[src/rtl/bla_pkg.sv]
package bla_pkg;
  // Per-bit carry generate: both operand bits set.
  function automatic logic gen_bit(input logic x, input logic y);
    return x & y;
  endfunction

  // Per-bit carry propagate: inclusive OR of the operand bits.
  function automatic logic prop_bit(input logic x, input logic y);
    return x | y;
  endfunction

  // Sum bit from operands and incoming carry.
  function automatic logic sum_bit(input logic x, input logic y, input logic c);
    return x ^ y ^ c;
  endfunction
endpackage

[src/rtl/bla_gp_slice.sv]
module bla_gp_slice #(
  parameter int unsigned W = 32
) (
  input  logic [W-1:0] a,
  input  logic [W-1:0] b,
  output logic [W-1:0] gen,
  output logic [W-1:0] prop
);
  import bla_pkg::*;

  for (genvar i = 0; i < W; i++) begin : g_bit
    assign gen[i]  = gen_bit(a[i], b[i]);
    assign prop[i] = prop_bit(a[i], b[i]);
  end
endmodule

[src/rtl/bla_cla_block.sv]
module bla_cla_block #(
  parameter int unsigned BW = 8
) (
  input  logic [BW-1:0] gen,
  input  logic [BW-1:0] prop,
  input  logic          cin,
  output logic [BW-1:0] cout_vec   // carry into local bit j+1 at index j
);
  // Carry into local bit j+1 is the OR of j+2 product terms:
  //   gen[k] AND prop[j..k+1] for k = 0..j, plus prop[j..0] AND cin.
  for (genvar j = 0; j < BW; j++) begin : g_carry
    logic [j+1:0] term;
    for (genvar k = 0; k <= j; k++) begin : g_term
      if (k == j) begin : g_top
        assign term[k] = gen[k];
      end else begin : g_mid
        assign term[k] = gen[k] & (&prop[j:k+1]);
      end
    end
    assign term[j+1]   = (&prop[j:0]) & cin;
    assign cout_vec[j] = |term;
  end
endmodule

[src/rtl/blk_lookahead_adder.sv]
module blk_lookahead_adder #(
  parameter int unsigned TOTAL_W = 32,
  parameter int unsigned BLK_W   = 8
) (
  input  logic [TOTAL_W-1:0] a,
  input  logic [TOTAL_W-1:0] b,
  input  logic               ci,
  output logic [TOTAL_W-1:0] sum,
  output logic               co
);
  import bla_pkg::*;

  localparam int unsigned NBLK = TOTAL_W / BLK_W;

  // Named internal events for the checker.
  logic [TOTAL_W-1:0] gen_w;
  logic [TOTAL_W-1:0] prop_w;
  logic [TOTAL_W:0]   carry_w;   // carry_w[i] = carry into bit i

  bla_gp_slice #(.W(TOTAL_W)) u_gp (
    .a    (a),
    .b    (b),
    .gen  (gen_w),
    .prop (prop_w)
  );

  assign carry_w[0] = ci;

  for (genvar n = 0; n < NBLK; n++) begin : g_blk
    bla_cla_block #(.BW(BLK_W)) u_blk (
      .gen      (gen_w[n*BLK_W +: BLK_W]),
      .prop     (prop_w[n*BLK_W +: BLK_W]),
      .cin      (carry_w[n*BLK_W]),
      .cout_vec (carry_w[n*BLK_W+1 +: BLK_W])
    );
  end

  for (genvar i = 0; i < TOTAL_W; i++) begin : g_sum
    assign sum[i] = sum_bit(a[i], b[i], carry_w[i]);
  end

  assign co = carry_w[TOTAL_W];
endmodule

[config.mk]
export PLATFORM = sky130hd
export DESIGN_NAME = blk_lookahead_adder
export DESIGN_NICKNAME = d
export VERILOG_FILES = /design/src/rtl/bla_pkg.sv /design/src/rtl/bla_gp_slice.sv /design/src/rtl/bla_cla_block.sv /design/src/rtl/blk_lookahead_adder.sv
export SDC_FILE = /design/constraint.sdc
export NUM_CORES = 1
export LEC_CHECK = 0
export BUFFER_PORTS_ARGS = -buffer_cell sky130_fd_sc_hd__buf_2
export CAP_MARGIN = 20
export CORE_MARGIN = 2
export CORE_UTILIZATION = 54
export DETAILED_ROUTE_END_ITERATION = 16
export PLACE_DENSITY = 0.91
export SLEW_MARGIN = 20
export SYNTH_ARGS = -nofsm -noshare
export SYNTH_HDL_FRONTEND = slang
export SYNTH_SLANG_ARGS = --single-unit
[constraint.sdc]
create_clock -name vclk -period 4.1
set_input_delay 0.41 -clock vclk [all_inputs]
set_output_delay 0.41 -clock vclk [all_outputs]
set_load 0.05 [all_outputs]
==> Word-level counts from Yosys, hierarchy flattened <==
Cells that the tools add are included.
{ "op_classes": {"n_addsub": 0, "n_mul": 0, "div_mod_pow": 0, "magnitude_cmp": 0, "eq_ne": 0, "shift": 0, "mux": 0, "bitwise": 272, "reduce_logical": 144} }
{ "op_table": {"columns": ["cell", "n"], "rows": [
  ["$and 1x1->1", 176],
  ["$reduce_and 4->1", 20],
  ["$reduce_and 5->1", 16],
  ["$reduce_and 3->1", 24],
  ["$reduce_and 6->1", 12],
  ["$xor 1x1->1", 64],
  ["$reduce_and 2->1", 28],
  ["$reduce_and 7->1", 8],
  ["$reduce_or 9->1", 4],
  ["$or 1x1->1", 32],
  ["$reduce_and 8->1", 4],
  ["$reduce_or 8->1", 4],
  ["$reduce_or 7->1", 4],
  ["$reduce_or 6->1", 4],
  ["$reduce_or 5->1", 4],
  ["$reduce_or 4->1", 4],
  ["$reduce_or 3->1", 4],
  ["$reduce_or 2->1", 4]
]} }
{ "word_totals": {"register_bits": 0, "latch_bits": 0, "ram_bits": 0, "mem_bits_ro": 0, "in_bits": 65, "word_cells": 416, "mem_count": 0} }

==> Longest topological paths before layout <==
Gate-level depths: netlist of the first run.
{ "depth": {"ltp_word": 11, "ltp_mapped": 11, "ltp_nobuf": 11} }

==> Modules after synthesis <==
Synthesis of the first run repeated with hierarchy kept, for this count alone.
{ "unflattened": {"hier_cells": 212, "hier_area_um2": 1941.9} }
{ "modules_own_cells": {"columns": ["mod", "n_inst", "cells_each", "area_each_um2"], "rows": [
  ["blk_lookahead_adder", 1, 32, 760.7],
  ["bla_cla_block", 4, 29, 185.2],
  ["bla_gp_slice", 1, 64, 440.4]
]} }

==> Least setup slack after synthesis of the first run <==
No wires, ideal clock.
{ "synth_path": {"path_kind": "input to output", "from": "input a[6]", "to": "output sum[25]", "arrival_ns": 3.121, "slack_ns": 0.569, "stages": 9, "n_path_buf": 0, "cell_sequence": "inv_1 > ha_1 > or4_1 > a211oi_1 > o311ai_1 > a31oi_2 > nor2_4 > fa_1 > xnor2_1"} }
{ "synth_between": {"elab_chain_cells": 11, "elab_cells_between_ends": 25, "cone_classes": "bitwise: 14; reduce/logical: 11"} }
{ "synth_rtl": {"columns": ["item", "line", "text"], "rows": [
  ["start: declaration", "blk_lookahead_adder.sv:5", "input logic [TOTAL_W-1:0] a,"],
  ["$or 1x1->1", "bla_pkg.sv:9", "return x | y;"],
  ["$reduce_and 8->1 (tied with other cells)", "bla_cla_block.sv:20", "assign term[j+1] = (&prop[j:0]) & cin;"],
  ["$and 1x1->1 (on tied branches)", "bla_cla_block.sv:20, bla_cla_block.sv:17", null],
  ["$reduce_or 9->1 *", "bla_cla_block.sv:21", "assign cout_vec[j] = |term;"],
  ["$and 1x1->1 *", "bla_cla_block.sv:20", null],
  ["$reduce_or 9->1 *", "bla_cla_block.sv:21", null],
  ["$and 1x1->1 *", "bla_cla_block.sv:20", null],
  ["$reduce_or 9->1 *", "bla_cla_block.sv:21", null],
  ["$and 1x1->1 *", "bla_cla_block.sv:20", null],
  ["$reduce_or 2->1 *", "bla_cla_block.sv:21", null],
  ["$xor 1x1->1 *", "bla_pkg.sv:14", "return x ^ y ^ c;"],
  ["end: declaration", "blk_lookahead_adder.sv:8", "output logic [TOTAL_W-1:0] sum,"]
]} }
Mark *: on every way between the ends. The rest lies on a longest branch, timed or not.

==> Worst setup path in the final report of the first run <==
Same ends and word-level chain as after synthesis.

==> metrics.md, run 1 <==
| Metric | Value |
|---|---|
| Total Routing Usage GR | `20.8%` |
| Number of global-route vias before repair | `2059` |
| Iter 0 DRT Violations | `33` |
| Design Area, Final | `0.00265 mm²` |
| CP bufs+invs | `3` |
| Gr ovfl total | `0` |
| Post-DP Area | `0.00265 mm²` |
| Crit-path max cell delay | `530 ps` |
| Max FO, Critical Path | `3` |
| Final WL | `4650 µm` |
| DRC Markers | `0` |
| Core Box Area | `0.00369 mm²` |
| FILL cells | `292` |
| CP endpoint kind | `primary output` |
| Io pins | `98` |
| DR WL/cell | `10.9 µm` |
| Number of flip-flops and latches | `0` |
| Maximum VDD drop | `0.169 mV` |
| Final hold vios | `0` |
| Wire length of the first global-routing pass | `7690 µm` |
| Worst hold path class | `in -> out` |
| Synth Area per Inst | `7.51 µm²` |
| Largest net degree at the start of global routing | `6` |
| Setup TNS | `0 ps` |
| Synth Warn # | `0` |
| Post-CTS setup repair buffer count | `0` |
| Cells after Synth | `280` |
| Final Net Count | `513` |
| Crit Path Category | `in -> out` |
| MaxCap Viol Count | `0` |
| Crit path cell chain | `buf_2 -> inv_1 -> ha_1 -> or4_1 -> a211oi_1 -> o311ai_1 -> a31oi_2 -> nor2_4 -> fa_1 -> xnor2_1 -> buf_2` |
| Final setup fails | `0` |
| Vias | `2124` |
| Final cycle utilization of the critical path | `83.4%` |
| Die ar. | `0.00441 mm²` |
| Outcome | `finished, final reports clean` |
| Placed cells | `426` |
| Post-route ant nets | `0` |
| Multi-input gate area | `0.00179 mm²` |
| RSZ-0062 raised after global routing | `no` |
| Most repeated library cell on the critical path | `buf_2` |
| Syn Nets | `413` |
| Area Growth Syn to Fin | `26.2%` |
| Pwr dens | `231 mW/mm²` |
| CP max stage cell | `or4_1` |
| Hold_buf cts | `0` |
| Worst path arrival time | `3010 ps` |
| Smallest hold slack | `1360 ps` |
| Top delay family on crit path | `compound AO/OA/AOI/OAI gates` |
| GP Congestion | `0.752` |
| ANT cells | `0` |
| Sequential cell area | `0 µm²` |
| Worst-margin pin slew | `392 ps` |
| Tmin final | `3420 ps` |
| Initial core utilization | `57.0%` |
| Fmax achieved | `292 MHz` |
| Post-CTS Resized | `0` |
| Die width | `66.4 µm` |
| Via density | `4.99` |
| Initial antenna violation count | `0` |
| Share of cells above drive strength 1 | `29.1%` |
| I/O Buffers | `98` |
| Crit start category | `input pin` |
| Critical Path RT | `3690 ps` |
| Headroom to the max-slew limit | `73.6%` |
| Max Slew Vio Count | `0` |
| Clk_buf instances | `0` |
| Leak | `1.62 nW` |
| Power, Total | `0.000612 W` |
| Final standard cell count with taps included and fillers excluded | `426` |
| Share of the yosys chip area belonging to registers | `0%` |
| Rows | `22` |
| Synthesized area | `0.00210 mm²` |
| Die extent in y | `66.4 µm` |
| Drt pass-1 iters | `4` |
| Post-DP HPWL | `4380 µm` |
| Distinct cells, synth | `41` |
[placed cells by master (no fill, tap or decap), drive strengths merged]
master and count:
or4 2, xor2 7, nor4b 4, and2 2, o22ai 1, xnor2 19
or3b 1, nand3 2, nand2 3, nand2b 3, nor2 22, fa 4
a211oi 1, ha 64, a31oi 3, o41ai 1, a2111o 1, o211a 1
a21oi 16, o311ai 2, o21bai 5, nor4 3, o221ai 1, o31ai 3
a211o 4, nor3b 5, o2111ai 1, or3 3, buf 98, o21ai 5
inv 84, nor2b 3, nor3 4
[kinds of logic after synthesis]
logic type	after synthesis	share of synthesized area (%)
buffers and inverters	84	15.0
adder cells (fa/ha/maj)	68	41.9
AND/OR/NAND/NOR	57	16.2
AO/OA/AOI/OAI	45	16.1
XOR/XNOR	26	10.8
[worst paths after layout]
path | slack [ps] | startpoint | depth (start not counted) | endpoint
setup / recovery | 680 | a[6] | 11 | sum[25]
hold / removal | 1360 | b[1] | 5 | sum[1]
[area by class of cell]
type	instances	area share, %
multi-input combinational	196	67.4
timing repair buffer	98	18.5
inverter	84	11.9
tap	48	2.26
[report_power, final]
group	switching [W]	internal [W]
logic	0.000431	0.000181
clock network	0	0
registers	0	0
total	0.000431	0.000181
[cell usage after synthesis, drive strengths merged]
library cell	instances	area (µm²)
o21bai	5	37.5
nand2	3	11.3
o22ai	1	6.26
xor2	7	61.3
or4	2	15.0
nand3	2	10.0
fa	4	80.1
nor2	22	90.1
o21ai	5	40.0
a211oi	1	7.51
nor3	4	20.0
o31ai	3	22.5
o221ai	1	8.76
nand2b	3	18.8
a211o	4	35.0
xnor2	19	166
a31oi	3	25.0
o2111ai	1	8.76
a21oi	16	83.8
or3	3	18.8
nor3b	5	37.5
or3b	1	8.76
a2111o	1	11.3
o41ai	1	16.3
ha	64	801
inv	84	315
nor4b	4	53.8
o211a	1	10.0
and2	2	12.5
nor4	3	25.0
o311ai	2	25.0
nor2b	3	18.8
[layer usage]
metal / global-route usage [%] / vias up / share of wire [%]
met5: 0 / - / 0
met4: 2.04 / 0 / 0.17
met3: 1.53 / 2 / 5.7
met2: 44.4 / 70 / 54
met1: 22.0 / 957 / 40
li1: - / 1095 / -
[per-stage QoR]
stage / setup WS [ps] / util [%]
finish: 679 / 71.9
global route: 488 / 71.9
CTS: 660 / 71.9
detailed placement: 676 / 71.9
global placement: 718 / 71.9
floorplan: 569 / -
Power figures use the tool's default switching activity.
==> run 2, diff against run 1 <==
- CORE_UTILIZATION: 54 -> 45
- PLACE_DENSITY: 0.91 -> 0.81
- clock period: 4.1 -> 2.8 ns (I/O delays scaled with it)
==> metrics.md, run 2 (synthesis gave the netlist of run 1 again) <==
| Metric | Value |
|---|---|
| Power, Total | `0.00134 W` |
| Number of flip-flops and latches | `0` |
| Fmax achieved | `332 MHz` |
| Total Routing Usage GR | `26.9%` |
| Max Slew Vio Count | `0` |
| Commonest non-fill, non-tap cell in the layout | `buf_4` |
| Core Box Area | `0.00441 mm²` |
| DR WL/cell | `19.5 µm` |
| GP Congestion | `0.828` |
| Io pins | `98` |
| Clk_buf instances | `0` |
| Crit Path Category | `in -> out` |
| Maximum VDD drop | `0.282 mV` |
| CP endpoint kind | `primary output` |
| Pwr dens | `336 mW/mm²` |
| Initial antenna violation count | `0` |
| Final cycle utilization of the critical path | `108%` |
| Worst hold path class | `in -> out` |
| Rows | `24` |
| Die extent in y | `72.3 µm` |
| Final Net Count | `587` |
| MaxCap Viol Count | `0` |
| DRC Markers | `0` |
| Number of global-route vias before repair | `2734` |
| Outcome | `finished, violations left` |
| Worst path arrival time | `2730 ps` |
| RSZ-0062 raised after global routing | `yes` |
| Gr ovfl total | `0` |
| Final standard cell count with taps included and fillers excluded | `504` |
| Initial core utilization | `47.6%` |
| Max FO, Critical Path | `5` |
| Largest net degree at the start of global routing | `6` |
| Die ar. | `0.00523 mm²` |
| Leak | `2.15 nW` |
| Crit start category | `input pin` |
| Vias | `2751` |
| Die width | `72.3 µm` |
| Critical Path RT | `2520 ps` |
| Final setup fails | `19` |
| Hold_buf cts | `0` |
| Smallest hold slack | `1060 ps` |
| Sequential cell area | `0 µm²` |
| Final WL | `9810 µm` |
| Wire length of the first global-routing pass | `11500 µm` |
| Drt pass-1 iters | `4` |
| Share of cells above drive strength 1 | `58.4%` |
| Placed cells | `490` |
| Iter 0 DRT Violations | `176` |
| Final hold vios | `0` |
| I/O Buffers | `98` |
| Failing checks | `setup timing` |
| Setup TNS | `-2250 ps` |
| FILL cells | `172` |
| Post-DP HPWL | `4950 µm` |
| Post-route ant nets | `0` |
| Commonest non-fill, non-tap cells in the layout | `78 x buf_4, 67 x inv_1, 66 x buf_2, 47 x ha_1, 24 x buf_6` |
| ANT cells | `0` |
| Setup slack after layout | `-211 ps` |
| Tmin final | `3010 ps` |
| Via density | `5.46` |
| Area Growth Syn to Fin | `89.6%` |
| Headroom to the max-slew limit | `62.8%` |
| Worst-margin pin slew | `557 ps` |
run 2: cell count changes in the layout (fill, tap and decap cells not counted), moves of 8 or more:
cell	delta
buf_2	-32
xnor2_2	+8
xnor2_1	-10
buf_6	+24
ha_4	+13
buf_4	+78
inv_2	+15
ha_1	-17
inv_1	-17
run 2: through the flow:
stage          setup slack, ps  util [%]  instance area [µm²]
2_1_floorplan             -189         -                 2250
3_3_place_gp              -329      73.7                 3250
3_5_place_dp              -432      73.7                 3250
4_1_cts                   -147      84.5                 3730
5_1_grt                   -309      90.3                 3990
6_report                  -211      90.3                 3990
run 2: final timing paths:
path              start  endpoint  slack, ps  cells past startpoint
hold / removal    b[31]        co       1060                      4
setup / recovery  b[11]        co       -210                     14
run 2: critical path, cell delays in order:
cell and delay (ps):
buf_8 80, inv_4 30, ha_4 160, or3_4 410
o211a_4 260, nor4_4 200, o21ai_2 140, a31oi_4 250
nor2_4 80, o21ai_4 260, o41ai_4 120, buf_4 170
o21bai_4 110, buf_6 170
run 2: final cells by class:
type                       count  area (µm²)  share of cell area, %
multi-input combinational    196        2360                   59.2
timing repair buffer         172        1240                   31.1
inverter                      84         320                   8.04
tap                           52        65.1                   1.63
run 2: what timing repair did:
action,in CTS,in global routing
setup endpoints to repair,21,22
resized for setup,103,47
pin swaps,34,19
buffers inserted,12,4
run 2: routing by layer:
metal	vias to the layer above	global-route usage, %	wire [µm]	share of wire, %
li1	1240	-	-	-
met1	1272	27.2	3360	34
met2	181	58.0	4930	50
met3	58	2.92	914	9.3
met4	0	4.19	611	6.2
met5	-	0	0	0
run 2: where the power goes:
group / switching, W / total (W) / internal (W)
logic: 0.000810 / 0.00134 / 0.000529
registers: 0 / 0 / 0
clock network: 0 / 0 / 0
total: 0.000810 / 0.00134 / 0.000529
==> run 3, diff against run 2 <==
- CORE_UTILIZATION: 45 -> 50
- PLACE_DENSITY: 0.81 -> 0.85
- clock period: 2.8 -> 2.9 ns (I/O delays scaled with it)
==> metrics.md, run 3 <==
| Metric | Value |
|---|---|
| Outcome | `aborted with a tool error` |
| Failed at | `global routing (5_1_grt)` |
| Error msg | `[ERROR DPL-0033] detailed placement checks failed during check placement.` |
| Post-synth top cells | `84 x inv_1, 64 x ha_1, 21 x nor2_1, 19 x xnor2_1, 15 x a21oi_1` |
| GR repair worst EP | `sum[30]` |
| Largest cells by area after synthesis | `ha_1 38%, inv_1 15%, xnor2_1 7.9%, fa_1 3.8%, nor2_1 3.8%` |
| Yosys top cell area share | `38.1%` |
| Share of the yosys chip area belonging to registers | `0%` |
| Rows | `23` |
| Hold_buf cts | `0` |
| Largest net degree at the start of global routing | `6` |
| Initial antenna violation count | `1` |
| Distinct cells, synth | `41` |
| Syn Nets | `413` |
| Synth Area per Inst | `7.51 µm²` |
| Synthesized area | `0.00210 mm²` |
| Die extent in y | `68.8 µm` |
| I/O Buffers | `98` |
| Worst endpoint type | `primary output` |
| Io pins | `98` |
| Initial core utilization | `52.2%` |
| Post-DP HPWL | `4710 µm` |
| Die width | `68.8 µm` |
| Synth Warn # | `0` |
| Cells after Synth | `280` |
| Largest area contributor in the netlist | `ha_1` |
| Most frequent cell after synthesis | `inv_1` |
| GP Congestion | `0.790` |
run 3: cell families after synthesis:
kind of cell	synth area share (%)
buffers and inverters	15.0
AND/OR/NAND/NOR	16.2
AO/OA/AOI/OAI	16.1
XOR/XNOR	10.8
adder cells (fa/ha/maj)	41.9
run 3: what timing repair did:
| item | 4_1_cts |
|---|---|
| resized for setup | 86 |
| pin swaps | 28 |
| setup endpoints to repair | 17 |
| setup buffers | 4 |
| endpoints found under the hold margin | 0 |
run 3: stage by stage:
step                      setup WS (ps)  instance area (µm²)  std cells
after floorplan                    -111                 2210        280
after global placement             -189                 3110        474
after detailed placement           -274                 3110        474
after CTS                         -16.3                 3500        478
==> run 4, diff against run 3 <==
- CORE_UTILIZATION: 50 -> 40
- PLACE_DENSITY: 0.85 -> not set
- PLACE_DENSITY_LB_ADDON: not set -> 0.15
==> metrics.md, run 4 (synthesis gave the netlist of run 1 again) <==
| Metric | Value |
|---|---|
| Outcome | `finished, final reports clean` |
| Final core occ | `74.4%` |
| GP Congestion | `0.752` |
| Core Box Area | `0.00507 mm²` |
| Sequential cell area | `0 µm²` |
| Largest net degree at the start of global routing | `6` |
| Final cycle utilization of the critical path | `98.6%` |
| Clock power share | `0%` |
| Commonest non-fill, non-tap cell in the layout | `buf_2` |
| Worst hold path class | `in -> out` |
| Number of flip-flops and latches | `0` |
| Maximum VDD drop | `0.206 mV` |
| CP max stage cell | `a2111o_1` |
| Gr ovfl total | `0` |
| Sw frac | `60.4%` |
| Post-placement setup slack | `-251 ps` |
| Worst path arrival time | `2570 ps` |
| CP bufs+invs | `4` |
| Pwr dens | `300 mW/mm²` |
| Io pins | `98` |
| Total Routing Usage GR | `17.4%` |
| Max FO, Critical Path | `5` |
| RSZ-0062 raised after global routing | `yes` |
| Internal power | `0.000448 W` |
| Initial core utilization | `41.4%` |
| Wl on met1 | `2150 µm` |
| Final setup fails | `0` |
| Die extent in y | `76.5 µm` |
| Post-route ant nets | `0` |
| Final standard cell count with taps included and fillers excluded | `501` |
| ANT cells | `0` |
| Crit path cell chain | `buf_6 -> inv_4 -> ha_4 -> buf_6 -> nor4b_2 -> a211o_1 -> a211o_1 -> o21ai_4 -> a31oi_4 -> nor2_4 -> o21ai_4 -> a2111o_1 -> o2111ai_2 -> buf_6` |
| Wire length of the first global-routing pass | `9030 µm` |
| Max Slew Vio Count | `0` |
| Combinational Power Share | `100.0%` |
| Critical Path RT | `2610 ps` |
| Iter 0 DRT Violations | `44` |
| MaxCap Viol Count | `0` |
| Reg power frac | `0%` |
| Number of global-route vias before repair | `2250` |
| NetSw | `0.000684 W` |
| Post-DP Area | `0.00315 mm²` |
| Tmin final | `2860 ps` |
| Commonest non-fill, non-tap cells in the layout | `67 x buf_2, 64 x inv_1, 54 x buf_4, 39 x ha_1, 22 x buf_6` |
| Final Net Count | `566` |
| Headroom to the max-slew limit | `72.7%` |
| Via density | `4.58` |
| Setup slack after layout | `42.0 ps` |
| Design Area, Final | `0.00377 mm²` |
| WL met2 | `3020 µm` |
| Die width | `76.5 µm` |
| Initial antenna violation count | `0` |
| Leak | `2.01 nW` |
| Final hold vios | `0` |
| Top delay family on crit path | `compound AO/OA/AOI/OAI gates` |
| Placed cells | `496` |
| DRC Markers | `0` |
| Vias | `2294` |
| CP endpoint kind | `primary output` |
| Worst-margin pin slew | `408 ps` |
| Crit start category | `input pin` |
| I/O Buffers | `98` |
| Most repeated library cell on the critical path | `buf_6` |
| Clk_buf instances | `0` |
| Routed met3 length | `232 µm` |
| Die ar. | `0.00585 mm²` |
| Hold_buf cts | `0` |
| Rows | `26` |
| Drt pass-1 iters | `4` |
| Area Growth Syn to Fin | `79.5%` |
| Final WL | `5420 µm` |
| Top Metal Used | `met4` |
| Post-DP HPWL | `4370 µm` |
| Share of cells above drive strength 1 | `56.8%` |
| Crit Path Category | `in -> out` |
| DR WL/cell | `10.8 µm` |
| Crit-path max cell delay | `430 ps` |
| Fmax achieved | `350 MHz` |
[run 4: timing repair]
action	in CTS	in global routing
endpoints found under the hold margin	0	0
gates resized for setup	81	68
endpoints found under the setup margin	17	19
pin swaps	31	30
setup buffers	3	2
[run 4: path summary, 6_finish.rpt]
check	cells past startpoint	from	slack, ps	endpoint
max	14	a[12]	40	sum[30]
min	4	b[31]	1090	co
[run 4: metrics by stage]
stage,power [W],hold WS (ps),setup TNS [ps]
after global placement,0.000952,1120,-2070
after global routing,0.00121,1110,-260
after floorplan,0.000704,937,-143
after detailed placement,0.000961,1120,-2150
final,0.00113,1090,0
after CTS,0.00106,1080,-24.3
[run 4: area by class of cell]
cell class	count	area, µm²
multi-input combinational	196	2280
timing repair buffer	151	1080
inverter	84	328
fill	381	1300
tap	70	87.6
[run 4: per-layer routing]
layer  vias up  GRT usage, %
met3         2          1.42
li1       1194             -
met5         -             0
met1      1042          20.7
met4         0         0.909
met2        56          35.1
[run 4: power groups by stage]
stage	logic [W]	clock network, W	registers [W]
6_report	0.00113	0	0
5_1_grt	0.00121	0	0
4_1_cts	0.00106	0	0
3_5_place_dp	0.000961	0	0
3_3_place_gp	0.000952	0	0
2_1_floorplan	0.000704	0	0
